$ cat src/rtl/cdsync_pkg.sv
package cdsync_pkg;

   typedef enum logic [1:0] {
      SR_OFF    = 2'b00,
      SR_CONT   = 2'b01,
      SR_PULSE  = 2'b10,
      SR_RETIME = 2'b11
   } sr_mode_e;

   localparam int MAX_DIV = 32;

endpackage

$ cat src/rtl/cdsync_div.sv
module cdsync_div #(
   parameter int DIV_W = 6
) (
   input  logic             clk,
   input  logic             rst_n,
   input  logic [DIV_W-1:0] div_val,
   input  logic             hold,
   output logic             clk_out,
   output logic             tick
);
   logic [DIV_W-1:0] cnt_q;
   logic [DIV_W-1:0] last_cnt;
   logic [DIV_W-1:0] cnt_nxt;
   logic [DIV_W-1:0] hi_len;

   // zero is treated as divide-by-one
   assign last_cnt = (div_val == '0) ? '0 : div_val - 1'b1;
   assign hi_len   = div_val >> 1;

   always_comb begin
      if (cnt_q >= last_cnt) cnt_nxt = '0;
      else                   cnt_nxt = cnt_q + 1'b1;
   end

   always_ff @(posedge clk or negedge rst_n) begin
      if (!rst_n) begin
         cnt_q   <= '0;
         clk_out <= 1'b0;
         tick    <= 1'b0;
      end else if (hold) begin
         // park on the last count so release restarts at zero
         cnt_q   <= last_cnt;
         clk_out <= 1'b0;
         tick    <= 1'b0;
      end else begin
         cnt_q   <= cnt_nxt;
         tick    <= (cnt_nxt == '0);
         clk_out <= (last_cnt == '0) ? 1'b1 : (cnt_nxt < hi_len);
      end
   end
endmodule

$ cat src/rtl/cdsync_retime.sv
module cdsync_retime (
   input  logic clk,
   input  logic rst_n,
   input  logic cap_en,
   input  logic req_in,
   output logic req_q,
   output logic req_rise
);
   logic req_d;

   always_ff @(posedge clk or negedge rst_n) begin
      if (!rst_n) begin
         req_q <= 1'b0;
         req_d <= 1'b0;
      end else begin
         if (cap_en) req_q <= req_in;
         req_d <= req_q;
      end
   end

   assign req_rise = req_q & ~req_d;
endmodule

$ cat src/rtl/cdsync_pulser.sv
module cdsync_pulser #(
   parameter int CNT_W = 8
) (
   input  logic             clk,
   input  logic             rst_n,
   input  logic             clear,
   input  logic             start,
   input  logic             tick,
   input  logic [CNT_W-1:0] pulse_cnt,
   output logic             gate
);
   logic [CNT_W-1:0] remain_q;
   logic             gate_q;

   // the gate changes only at a divider restart so pulses are whole periods
   assign gate = tick ? (remain_q != '0) : gate_q;

   always_ff @(posedge clk or negedge rst_n) begin
      if (!rst_n) begin
         remain_q <= '0;
         gate_q   <= 1'b0;
      end else if (clear) begin
         remain_q <= '0;
         gate_q   <= 1'b0;
      end else begin
         if (tick) gate_q <= gate;
         if (start)
            remain_q <= (pulse_cnt == '0) ? CNT_W'(1) : pulse_cnt;
         else if (tick && remain_q != '0)
            remain_q <= remain_q - 1'b1;
      end
   end
endmodule

$ cat src/rtl/cdsync_bank.sv
module cdsync_bank
   import cdsync_pkg::*;
#(
   parameter int NUM_OUT    = 4,
   parameter int DIV_W      = 6,
   parameter int CNT_W      = 8,
   parameter bit HAS_PULSER = 1'b1
) (
   input  logic                     clk,
   input  logic                     rst_n,
   input  logic                     cfg_sync_en,
   input  logic [1:0]               cfg_sr_mode,
   input  logic                     cfg_req_sync,
   input  logic                     cfg_local_sync,
   input  logic [NUM_OUT*DIV_W-1:0] cfg_div,
   input  logic [NUM_OUT-1:0]       cfg_out_nosync,
   input  logic [DIV_W-1:0]         cfg_sr_div,
   input  logic                     cfg_sr_nosync,
   input  logic [CNT_W-1:0]         cfg_pulse_cnt,
   input  logic                     ext_req,
   output logic [NUM_OUT-1:0]       clk_out,
   output logic                     sysref_out
);
   localparam int MIN_DIV_W = $clog2(MAX_DIV + 1);

   if (NUM_OUT < 1) begin : g_bad_num
      $error("cdsync_bank: NUM_OUT must be at least 1");
   end
   if (DIV_W < MIN_DIV_W) begin : g_bad_dw
      $error("cdsync_bank: DIV_W too narrow for the largest divide value");
   end
   if (CNT_W < 1) begin : g_bad_cw
      $error("cdsync_bank: CNT_W must be at least 1");
   end

   sr_mode_e           mode;
   logic               sync_evt;
   logic [NUM_OUT-1:0] out_hold;
   logic [NUM_OUT-1:0] out_tick;
   logic               sr_hold;
   logic               sr_clk;
   logic               sr_tick;
   logic               req_q;
   logic               req_rise;
   logic               pulse_gate;
   logic               sysref_d;

   assign mode     = sr_mode_e'(cfg_sr_mode);
   assign sync_evt = cfg_sync_en & (cfg_local_sync | (cfg_req_sync & req_rise));
   assign sr_hold  = sync_evt & ~cfg_sr_nosync;

   for (genvar i = 0; i < NUM_OUT; i++) begin : g_out
      assign out_hold[i] = sync_evt & ~cfg_out_nosync[i];
      cdsync_div #(.DIV_W(DIV_W)) div_i (
         .clk     (clk),
         .rst_n   (rst_n),
         .div_val (cfg_div[i*DIV_W +: DIV_W]),
         .hold    (out_hold[i]),
         .clk_out (clk_out[i]),
         .tick    (out_tick[i])
      );
   end

   cdsync_div #(.DIV_W(DIV_W)) sr_div_i (
      .clk     (clk),
      .rst_n   (rst_n),
      .div_val (cfg_sr_div),
      .hold    (sr_hold),
      .clk_out (sr_clk),
      .tick    (sr_tick)
   );

   cdsync_retime retime_i (
      .clk      (clk),
      .rst_n    (rst_n),
      .cap_en   (sr_tick),
      .req_in   (ext_req),
      .req_q    (req_q),
      .req_rise (req_rise)
   );

   if (HAS_PULSER) begin : g_pulser
      cdsync_pulser #(.CNT_W(CNT_W)) pulser_i (
         .clk       (clk),
         .rst_n     (rst_n),
         .clear     (!cfg_sync_en || mode != SR_PULSE),
         .start     (req_rise),
         .tick      (sr_tick),
         .pulse_cnt (cfg_pulse_cnt),
         .gate      (pulse_gate)
      );
   end else begin : g_no_pulser
      assign pulse_gate = 1'b0;
   end

   always_comb begin
      case (mode)
         SR_CONT:   sysref_d = sr_clk;
         SR_PULSE:  sysref_d = sr_clk & pulse_gate;
         SR_RETIME: sysref_d = req_q;
         default:   sysref_d = 1'b0;
      endcase
   end

   always_ff @(posedge clk or negedge rst_n) begin
      if (!rst_n) sysref_out <= 1'b0;
      else        sysref_out <= sysref_d & cfg_sync_en;
   end
endmodule

$ cat config.mk
export PLATFORM = sky130hd
export DESIGN_NAME = cdsync_bank
export DESIGN_NICKNAME = d
export VERILOG_FILES = /design/src/rtl/cdsync_pkg.sv /design/src/rtl/cdsync_div.sv /design/src/rtl/cdsync_retime.sv /design/src/rtl/cdsync_pulser.sv /design/src/rtl/cdsync_bank.sv
export SDC_FILE = /design/constraint.sdc
export NUM_CORES = 1
export LEC_CHECK = 0
export ABC_AREA = 1
export BUFFER_PORTS_ARGS = -buffer_cell sky130_fd_sc_hd__buf_2
export CAP_MARGIN = 15
export CELL_PAD_IN_SITES_DETAIL_PLACEMENT = 1
export CELL_PAD_IN_SITES_GLOBAL_PLACEMENT = 2
export CORE_MARGIN = 3
export CORE_UTILIZATION = 36
export CTS_CLUSTER_DIAMETER = 60
export DETAILED_ROUTE_END_ITERATION = 7
export PLACE_DENSITY_LB_ADDON = 0.1
export SLEW_MARGIN = 25
export SYNTH_ARGS = -nofsm -noshare
export SYNTH_HDL_FRONTEND = slang
export SYNTH_HIERARCHICAL = 1
export SYNTH_SLANG_ARGS = --single-unit
$ cat constraint.sdc
create_clock -name clk -period 3.3 [get_ports clk]
set_input_delay 0.495 -clock clk [delete_from_list [all_inputs] [get_ports clk]]
set_output_delay 0.495 -clock clk [all_outputs]
set_load 0.03 [all_outputs]
==> flow_metrics.env, run 1 <==
export IMPL_antenna_found_initial=0
export IMPL_combinationalPowerShare=0.576
export IMPL_max_cap_viol_count=0
export IMPL_cp_max_fo=3
export IMPL_fin_hold_ws_ns=0.1908
export IMPL_grt_max_degree=27
export IMPL_path_delay_family="simple AND/OR/NAND/NOR gates"
export IMPL_p_int_mw=2.174
export IMPL_diodes=0
export IMPL_post_route_period_util=0.9134
export IMPL_vias_per_cell=4.779
export IMPL_setup_viol=0
export IMPL_start_kind="input port"
export IMPL_p_seq_frac=0.256
export IMPL_grt_ovfl_total=0
export IMPL_io_pins=56
export IMPL_p_total_mw=4.129
export IMPL_relSlewSlack=0.6100
export IMPL_slew_viol_final=0
export IMPL_clk_pin_slew_ns=0.07
export IMPL_drt_wl_total_mm=13.33
export IMPL_min_path_type="in -> async"
export IMPL_synthCells=723
export IMPL_syn_area_um2=4911
export IMPL_power_switching_mw=1.954
export IMPL_dp_final_hpwl_mm=11.18
export IMPL_clockRootBuffer="clkbuf_16"
export IMPL_cts_tree="built"
export IMPL_tightest_slew_ns=0.5850
export IMPL_endpoint_kind="flip-flop"
export IMPL_peakVddDrop_mv=0.2368
export IMPL_die_y_um=122.8
export IMPL_power_density_nw_per_um2=725.7
export IMPL_cts_hold_fix_buffers=0
export IMPL_grtUsageTotal=0.1859
export IMPL_clockPowerShare=0.168
export IMPL_synth_area_per_cell_um2=6.792
export IMPL_initial_core_util=0.3694
export IMPL_cts_buffers=5
export IMPL_fin_nets=906
export IMPL_core_area_um2=13300
export IMPL_wl_per_cell_um=13.74
export IMPL_gp_congestion=0.8021
export IMPL_critical_path_slowest_cell="ha_1"
export IMPL_timing_final_crit_period_ns=3.014
export IMPL_numPortBuffers=55
export IMPL_p_leak_nw=3.268
export IMPL_grt_pass1_vias=4998
export IMPL_max_clock_freq_mhz=331.7
export IMPL_final_core_util=0.4279
export IMPL_crit_required_ns=3.52
export IMPL_synth_fp_nets=836
export IMPL_drive_gt1_frac=0.2217
export IMPL_h_tree_depth=2
export IMPL_vias=4636
export IMPL_drc=0
export IMPL_max_stage_delay_ns=0.28
export IMPL_yosysWarnings=6
export IMPL_fin_area_um2=5689
export IMPL_clk_latency_ns=0.30
export IMPL_dr_first_iter_drc_count=111
export IMPL_fillCellCount=1791
export IMPL_cts_num_sinks=48
export IMPL_worst_path_buf_inv=6
export IMPL_crit_chain="buf_2, inv_2, ha_1, nand2_2, nor2_4, nand3_1, o21ai_2, inv_1, ha_1, nand2_1, inv_1, a21oi_2, nand2_1, inv_2, nand3_1, inv_2, ha_1, a21oi_1, nor2_1, nor3_1, nand2_1, a21oi_2"
export IMPL_hold_viol=0
export IMPL_cts_buffer_depth=2
export IMPL_syn2layout_area_growth_pct=15.85
export IMPL_critical_path_arrival_ns=3.24
export IMPL_cts_resized=0
export IMPL_path_class="in -> reg"
export IMPL_status="complete, no violations"
export IMPL_postCtsSetupBuffers=0
export IMPL_firstDrtPassIters=4
export IMPL_grt_first_pass_wirelength_mm=22.69
export IMPL_die_x_um=122.8
export IMPL_swShare=0.4733
export IMPL_die_area_um2=15080
export IMPL_placed_area_um2=5465
export IMPL_ant_nets=0
export IMPL_rows=42
export IMPL_clock_skew_ns=0.007746
-- cell usage in the layout, fill, tap and decap left out, types with 17 or more instances in the layout --
cell	n
a21oi_1	17
buf_2	55
dfrtp_1	48
ha_1	62
inv_1	116
inv_2	30
nand2_1	188
nand2_2	24
nand3_1	45
nor2_1	59
o21ai_0	22
xor2_1	17
-- per-stage QoR --
step                        TNS, ns  cells  setup slack (ns)
final                             0    970            0.2857
after global routing      -0.004188    970         -0.004188
after CTS                         0    970            0.1293
after detailed placement    -0.2937    962           -0.1673
after global placement      -0.2092    962           -0.1271
after floorplan                   0    723            0.4653
-- worst paths after layout --
kind                                         start                       to  slack (ns)  cells after the start
min                                          rst_n   g_out[1].div_i/clk_out        0.19                      1
min reg2reg                         retime_i/req_q           retime_i/req_d        0.45                      0
min in group clk                           ext_req           retime_i/req_q        0.43                      3
max in group asynchronous                    rst_n  g_out[0].div_i/cnt_q[3]        2.33                      2
max reg2reg                g_out[2].div_i/cnt_q[5]   g_out[2].div_i/clk_out        0.91                     14
max                                    cfg_div[12]   g_out[2].div_i/clk_out        0.29                     22
-- state kept, by name, indices dropped and copies added, names as in the netlist --
signal,flops
g_pulser.pulser_i/gate_q,1
sr_div_i/cnt_q,6
sr_div_i/clk_out,1
retime_i/req_q,1
sysref_out,1
g_out.div_i/cnt_q,24
retime_i/req_d,1
g_out.div_i/clk_out,4
sr_div_i/tick,1
g_pulser.pulser_i/remain_q,8
-- power groups by stage --
| stage | clock, mW | combinational, mW | sequential [mW] |
|---|---|---|---|
| after detailed placement | 0 | 2.37 | 1.07 |
| after CTS | 0.713 | 2.40 | 1.06 |
| after floorplan | 0 | 1.65 | 1.05 |
| after global routing | 0.731 | 2.80 | 1.10 |
| final | 0.692 | 2.38 | 1.06 |
| after global placement | 0 | 2.26 | 1.06 |
-- routing by layer --
metal  track usage  wire [um]  share of wire
met3       0.02811        328          0.025
met1        0.2202       5893           0.44
met4       0.04899        236          0.018
met5             0          0              0
met2        0.3471       6867           0.52
-- cell type report --
class | count | area (um2) | share of cell area
Inverter | 152 | 575.6 | 0.1012
Clock buffer | 5 | 125.1 | 0.02199
Multi-Input combinational cell | 520 | 3141 | 0.5520
Tap cell | 176 | 220.2 | 0.03871
Sequential cell | 48 | 1201 | 0.2111
Timing Repair Buffer | 66 | 357.8 | 0.06290
Clock inverter | 3 | 68.82 | 0.01210
No activity file was read; power rests on OpenSTA's default activity.
==> run 2: changes to the inputs <==
--- a/config.mk
+++ b/config.mk
@@ -11,7 +11,7 @@
 export CELL_PAD_IN_SITES_DETAIL_PLACEMENT = 1
 export CELL_PAD_IN_SITES_GLOBAL_PLACEMENT = 2
 export CORE_MARGIN = 3
-export CORE_UTILIZATION = 36
+export CORE_UTILIZATION = 30
 export CTS_CLUSTER_DIAMETER = 60
 export DETAILED_ROUTE_END_ITERATION = 7
 export PLACE_DENSITY_LB_ADDON = 0.1
==> constraint.sdc (replaced) <==
create_clock -name clk -period 2.6 [get_ports clk]
set_input_delay 0.39 -clock clk [delete_from_list [all_inputs] [get_ports clk]]
set_output_delay 0.39 -clock clk [all_outputs]
set_load 0.03 [all_outputs]
==> run 2 against run 1 <==
  * Final area grew 33%
  * Clock skew down 0.0036 ns
  * Sequential share of layout area fell by 5.3 points
  * Clock-buffer cell count is 1 higher
  * Wire length up 18%
  * Flip-flop and latch count is the same
  * Sequential power grew 33%
  * Core utilization up 4.8 points
  * Non-clock buffer count grew 118
  * Cell count rose by 16%
  * Worst hold slack got worse by 0.19 ns
  * Largest power group unchanged
  * Highest routed layer unchanged
==> flow_metrics.env, run 2 (synthesis results as in run 1) <==
export IMPL_cts_buffer_depth=2
export IMPL_post_route_period_util=0.9902
export IMPL_initial_core_util=0.3080
export IMPL_status="complete, no violations"
export IMPL_cp_max_fo=3
export IMPL_relSlewSlack=0.6703
export IMPL_die_y_um=133.9
export IMPL_grtUsageTotal=0.1681
export IMPL_clk_pin_slew_ns=0.06
export IMPL_path_class="in -> reg"
export IMPL_max_cap_viol_count=0
export IMPL_grt_ovfl_total=0
export IMPL_final_common_cell="nand2_1"
export IMPL_die_area_um2=17940
export IMPL_critical_path_arrival_ns=2.78
export IMPL_rows=46
export IMPL_cts_tree="built"
export IMPL_hold_viol=0
export IMPL_clock_skew_ns=0.004182
export IMPL_setup_viol=0
export IMPL_setup_tns_final_ns=0
export IMPL_drt_wl_total_mm=15.75
export IMPL_regArea_um2=1201
export IMPL_numPortBuffers=55
export IMPL_dr_first_iter_drc_count=159
export IMPL_min_path_type="in -> async"
export IMPL_antenna_found_initial=0
export IMPL_drive_gt1_frac=0.4803
export IMPL_layout_common_cells="nand2_1 (147), buf_4 (125), inv_1 (90), nor2_1 (48), dfrtp_1 (48)"
export IMPL_ant_nets=0
export IMPL_endpoint_kind="flip-flop"
export IMPL_vias=5130
export IMPL_io_pins=56
export IMPL_fillCellCount=2029
export IMPL_pre_cts_ws_ns=-0.5225
export IMPL_cts_buffers=5
export IMPL_vias_per_cell=4.548
export IMPL_cts_num_sinks=48
export IMPL_firstDrtPassIters=4
export IMPL_multi_input_area_um2=4029
export IMPL_grt_max_degree=20
export IMPL_syn2layout_area_growth_pct=54.65
export IMPL_crit_required_ns=2.81
export IMPL_die_x_um=133.9
export IMPL_worst_slack_ns=0.02558
export IMPL_timing_final_crit_period_ns=2.574
export IMPL_largest_register="g_out.div_i/cnt_q"
export IMPL_final_core_util=0.4764
export IMPL_placed_area_um2=6359
export IMPL_power_density_nw_per_um2=838.4
export IMPL_reg_largest_list="g_out.div_i/cnt_q (24), g_pulser.pulser_i/remain_q (8), sr_div_i/cnt_q (6)"
export IMPL_dp_final_hpwl_mm=12.57
export IMPL_largest_reg_flops=24
export IMPL_start_kind="input port"
export IMPL_tightest_slew_ns=0.4946
export IMPL_p_total_mw=6.367
export IMPL_clk_latency_ns=0.29
export IMPL_fin_nets=1024
export IMPL_grt_first_pass_wirelength_mm=25.18
export IMPL_h_tree_depth=2
export IMPL_p_leak_nw=3.914
export IMPL_drc=0
export IMPL_diodes=0
export IMPL_core_area_um2=15940
export IMPL_peakVddDrop_mv=0.2532
export IMPL_max_clock_freq_mhz=388.4
export IMPL_rsz0062_at_grt="true"
export IMPL_grt_pass1_vias=5548
export IMPL_slew_viol_final=0
export IMPL_wl_per_cell_um=13.96
export IMPL_fin_area_um2=7595
export IMPL_clockRootBuffer="clkbuf_16"
export IMPL_gp_congestion=0.7992
==> run 2: cell count changes in the layout (fill, tap and decap cells not counted), moves of 20 or more <==
cell     delta
nand2_2    +21
nand2_4    +20
ha_1       -36
buf_4     +114
nand2_1    -41
inv_1      -26
ha_4       +34
==> run 2: per-layer routing <==
| layer | routed length, um | up-vias | part of all wire | global-route usage |
|---|---|---|---|---|
| li1 | - | 2635 | - | - |
| met3 | 309 | 12 | 0.020 | 0.01913 |
| met4 | 197 | 0 | 0.013 | 0.02857 |
| met2 | 8103 | 50 | 0.51 | 0.3007 |
| met5 | 0 | - | 0 | 0 |
| met1 | 7136 | 2433 | 0.45 | 0.2214 |
==> run 2: final timing paths <==
check | endpoint | slack, ns | cells past startpoint | from
min | g_out[0].div_i/cnt_q[1] | 0.004 | 1 | rst_n
min reg2reg | retime_i/req_d | 0.43 | 0 | retime_i/req_q
max in group asynchronous | g_out[2].div_i/cnt_q[0] | 1.99 | 2 | rst_n
max | g_out[2].div_i/clk_out | 0.03 | 22 | cfg_div[12]
max reg2reg | g_out[3].div_i/clk_out | 0.38 | 17 | g_out[3].div_i/cnt_q[0]
min in group clk | retime_i/req_q | 0.32 | 3 | ext_req
==> run 2: report_power, final <==
group	switching (mW)	internal (mW)	leakage [nW]
registers	0.363	1.05	0.610
logic	2.30	1.92	3.22
clock network	0.280	0.453	0.0808
==> run 2: what timing repair did <==
action                     4_1_cts  5_1_grt
setup endpoints to repair        5        5
gates resized for setup         49      141
pin swaps                       45       97
hold buffers                     0        0
buffers inserted                15       11
==> run 2: cell type report <==
type / instances / area share
clock buffer: 6 / 0.01697
clock inverter: 2 / 0.004613
inverter: 152 / 0.07974
multi-input combinational: 520 / 0.5305
sequential: 48 / 0.1582
tap: 216 / 0.03558
timing repair buffer: 184 / 0.1745
==> run 2: per-stage QoR <==
stage	std cells	hold slack, ns
after floorplan	723	0.09441
after global placement	1094	0.3197
after detailed placement	1094	0.3203
after CTS	1117	0.009077
after global routing	1128	0.02482
final	1128	0.003614
==> run 2: worst max-delay path, cell delays in order <==
cell and delay, ns:
buf_6 0.09, inv_4 0.05, ha_4 0.14, nand2_4 0.05, buf_4 0.13, nand2_2 0.07, nor2_4 0.03, a21oi_2 0.15
ha_1 0.28, nand2_2 0.09, inv_1 0.05, a21oi_2 0.16, nand2_2 0.08, inv_2 0.08, nand3_2 0.06, inv_2 0.09
ha_4 0.21, a21oi_2 0.11, nor2_1 0.05, nor3_1 0.18, nand2_1 0.08, a21oi_1 0.14
==> run 3: changes to the inputs <==
==> constraint.sdc (replaced) <==
create_clock -name clk -period 2.6 [get_ports clk]
set_input_delay 0 -clock clk [delete_from_list [all_inputs] [get_ports clk]]
set_output_delay 0 -clock clk [all_outputs]
set_load 0.03 [all_outputs]
==> run 3 against run 2 <==
  * Wire length is 14% lower
  * Final area is 21% lower
  * Critical path depth stayed put
  * Critical path type unchanged
  * Highest routed layer unchanged
==> flow_metrics.env, run 3 (synthesis results as in run 1) <==
export IMPL_timing_final_crit_period_ns=2.381
export IMPL_dp_final_hpwl_mm=11.39
export IMPL_relSlewSlack=0.6145
export IMPL_antenna_found_initial=0
export IMPL_cts_tree="built"
export IMPL_layout_common_cells="nand2_1 (186), inv_1 (116), nor2_1 (59), ha_1 (59), buf_2 (55)"
export IMPL_syn2layout_area_growth_pct=22.68
export IMPL_hold_depth=4
export IMPL_worst_slack_ns=0.2187
export IMPL_setup_viol=0
export IMPL_rows=46
export IMPL_whs_endpoint="sr_div_i/cnt_q[0]"
export IMPL_post_route_period_util=0.9159
export IMPL_start_kind="input port"
export IMPL_slew_viol_final=0
export IMPL_wl_per_cell_um=13.02
export IMPL_drt_wl_total_mm=13.57
export IMPL_grt_pass1_vias=5060
export IMPL_h_tree_depth=2
export IMPL_grt_max_degree=41
export IMPL_tightest_slew_ns=0.5782
export IMPL_critical_path_arrival_ns=2.60
export IMPL_clock_skew_ns=0.005331
export IMPL_r2r_end="g_out[1].div_i/clk_out"
export IMPL_max_cap_viol_count=0
export IMPL_power_density_nw_per_um2=885.1
export IMPL_drc=0
export IMPL_drive_gt1_frac=0.2567
export IMPL_crit_required_ns=2.82
export IMPL_r2r_start="g_out[1].div_i/cnt_q[0]"
export IMPL_final_common_cell="nand2_1"
export IMPL_die_x_um=133.9
export IMPL_numPortBuffers=55
export IMPL_cts_num_sinks=48
export IMPL_hold_viol=0
export IMPL_diodes=0
export IMPL_largest_reg_flops=24
export IMPL_p_total_mw=5.332
export IMPL_busiest_layer="met2"
export IMPL_multi_input_area_um2=3187
export IMPL_clockRootBuffer="clkbuf_16"
export IMPL_path_class="in -> reg"
export IMPL_grtUsageTotal=0.1581
export IMPL_status="complete, no violations"
export IMPL_grt_use_met3=0.02401
export IMPL_met2_usage=0.2678
export IMPL_max_clock_freq_mhz=419.9
export IMPL_vias_per_cell=4.531
export IMPL_fin_nets=938
export IMPL_clk_pin_slew_ns=0.07
export IMPL_min_delay_start="cfg_sr_nosync"
export IMPL_vias=4721
export IMPL_die_y_um=133.9
export IMPL_cp_max_fo=3
export IMPL_clk_latency_ns=0.30
export IMPL_cts_buffers=5
export IMPL_ant_nets=0
export IMPL_reg_largest_list="g_out.div_i/cnt_q (24), g_pulser.pulser_i/remain_q (8), sr_div_i/cnt_q (6)"
export IMPL_initial_core_util=0.3080
export IMPL_cts_buffer_depth=2
export IMPL_fillCellCount=2106
export IMPL_p_leak_nw=3.412
export IMPL_largest_register="g_out.div_i/cnt_q"
export IMPL_grt_first_pass_wirelength_mm=23.51
export IMPL_r2r_cells=17
export IMPL_pre_cts_ws_ns=-0.2875
export IMPL_met1_usage=0.2162
export IMPL_rrSetupSlack_ns=0.26
export IMPL_endpoint_kind="flip-flop"
export IMPL_grt_ovfl_total=0
export IMPL_min_path_type="in -> reg"
export IMPL_peakVddDrop_mv=0.3109
export IMPL_final_core_util=0.3779
export IMPL_firstDrtPassIters=4
export IMPL_die_area_um2=17940
export IMPL_dr_first_iter_drc_count=108
export IMPL_gp_congestion=0.8341
export IMPL_core_area_um2=15940
export IMPL_regArea_um2=1201
export IMPL_io_pins=56
run 3: changes by cell type in the layout (fill, tap and decap cells not counted), moves of 13 or more:
cell     delta
ha_4       -33
buf_4      -88
nand2_4    -20
ha_1       +33
nand2_1    +39
inv_2      -14
nand2_2    -19
inv_1      +26
buf_6      -13
run 3: stage by stage:
step	cell area [um2]	hold WS, ns	setup TNS [ns]	std cells
finish	6025	0.03940	0	1042
detailed placement	5703	-0.1258	-0.7467	1027
global route	6025	0.06472	-0.04894	1042
floorplan	4911	-0.2956	0	723
global placement	5703	-0.1346	-0.5272	1027
CTS	5941	0.02230	0	1041
run 3: worst max-delay path, stage by stage:
cell and delay [ns]:
buf_2 0.10, inv_2 0.05, ha_1 0.19, nand2_2 0.09
nor2_4 0.13, nand3_1 0.08, o21ai_1 0.11, inv_1 0.07
ha_1 0.27, nand2_1 0.09, inv_1 0.04, a21oi_1 0.18
nand2_1 0.11, inv_2 0.08, nand3_1 0.08, inv_2 0.07
ha_1 0.23, a21oi_1 0.16, nor2_1 0.08, nor3_2 0.18
nand2_1 0.08, a21oi_1 0.11
run 3: cell type report:
type	count	area share
clock buffers	6	0.02305
clock inverters	2	0.006438
inverters	152	0.09553
multi-input cells	520	0.5290
flip-flops and latches	48	0.1994
well taps	216	0.04486
repair buffers	98	0.1018
run 3: power breakdown:
part	total (mW)	internal [mW]	switching (mW)
clock network	0.799	0.483	0.316
registers	1.36	1.05	0.310
logic	3.18	1.29	1.89
total	5.33	2.82	2.52
run 3: per-layer routing:
metal / routed length [um] / up-vias
met5: 0 / -
met4: 104 / 0
li1: - / 2466
met1: 6764 / 2198
met2: 6407 / 48
met3: 292 / 9
run 3: how the worst max path moves through the flow:
| stage | from | end |
|---|---|---|
| CTS | cfg_sr_div[1] | sr_div_i/clk_out |
| floorplan | cfg_sr_div[0] | sr_div_i/clk_out |
| finish | cfg_div[6] | g_out[1].div_i/clk_out |
| detailed placement | cfg_sr_div[1] | sr_div_i/clk_out |
| global route | cfg_sr_div[1] | sr_div_i/clk_out |
| global placement | cfg_sr_div[0] | sr_div_i/clk_out |
run 3: timing repair:
action                                 in CTS  in global routing
endpoints found under the hold margin      13                  0
buffers inserted                            0                  1
setup endpoints to repair                   0                  5
hold buffers                                6                  0
resized for setup                           0                 20
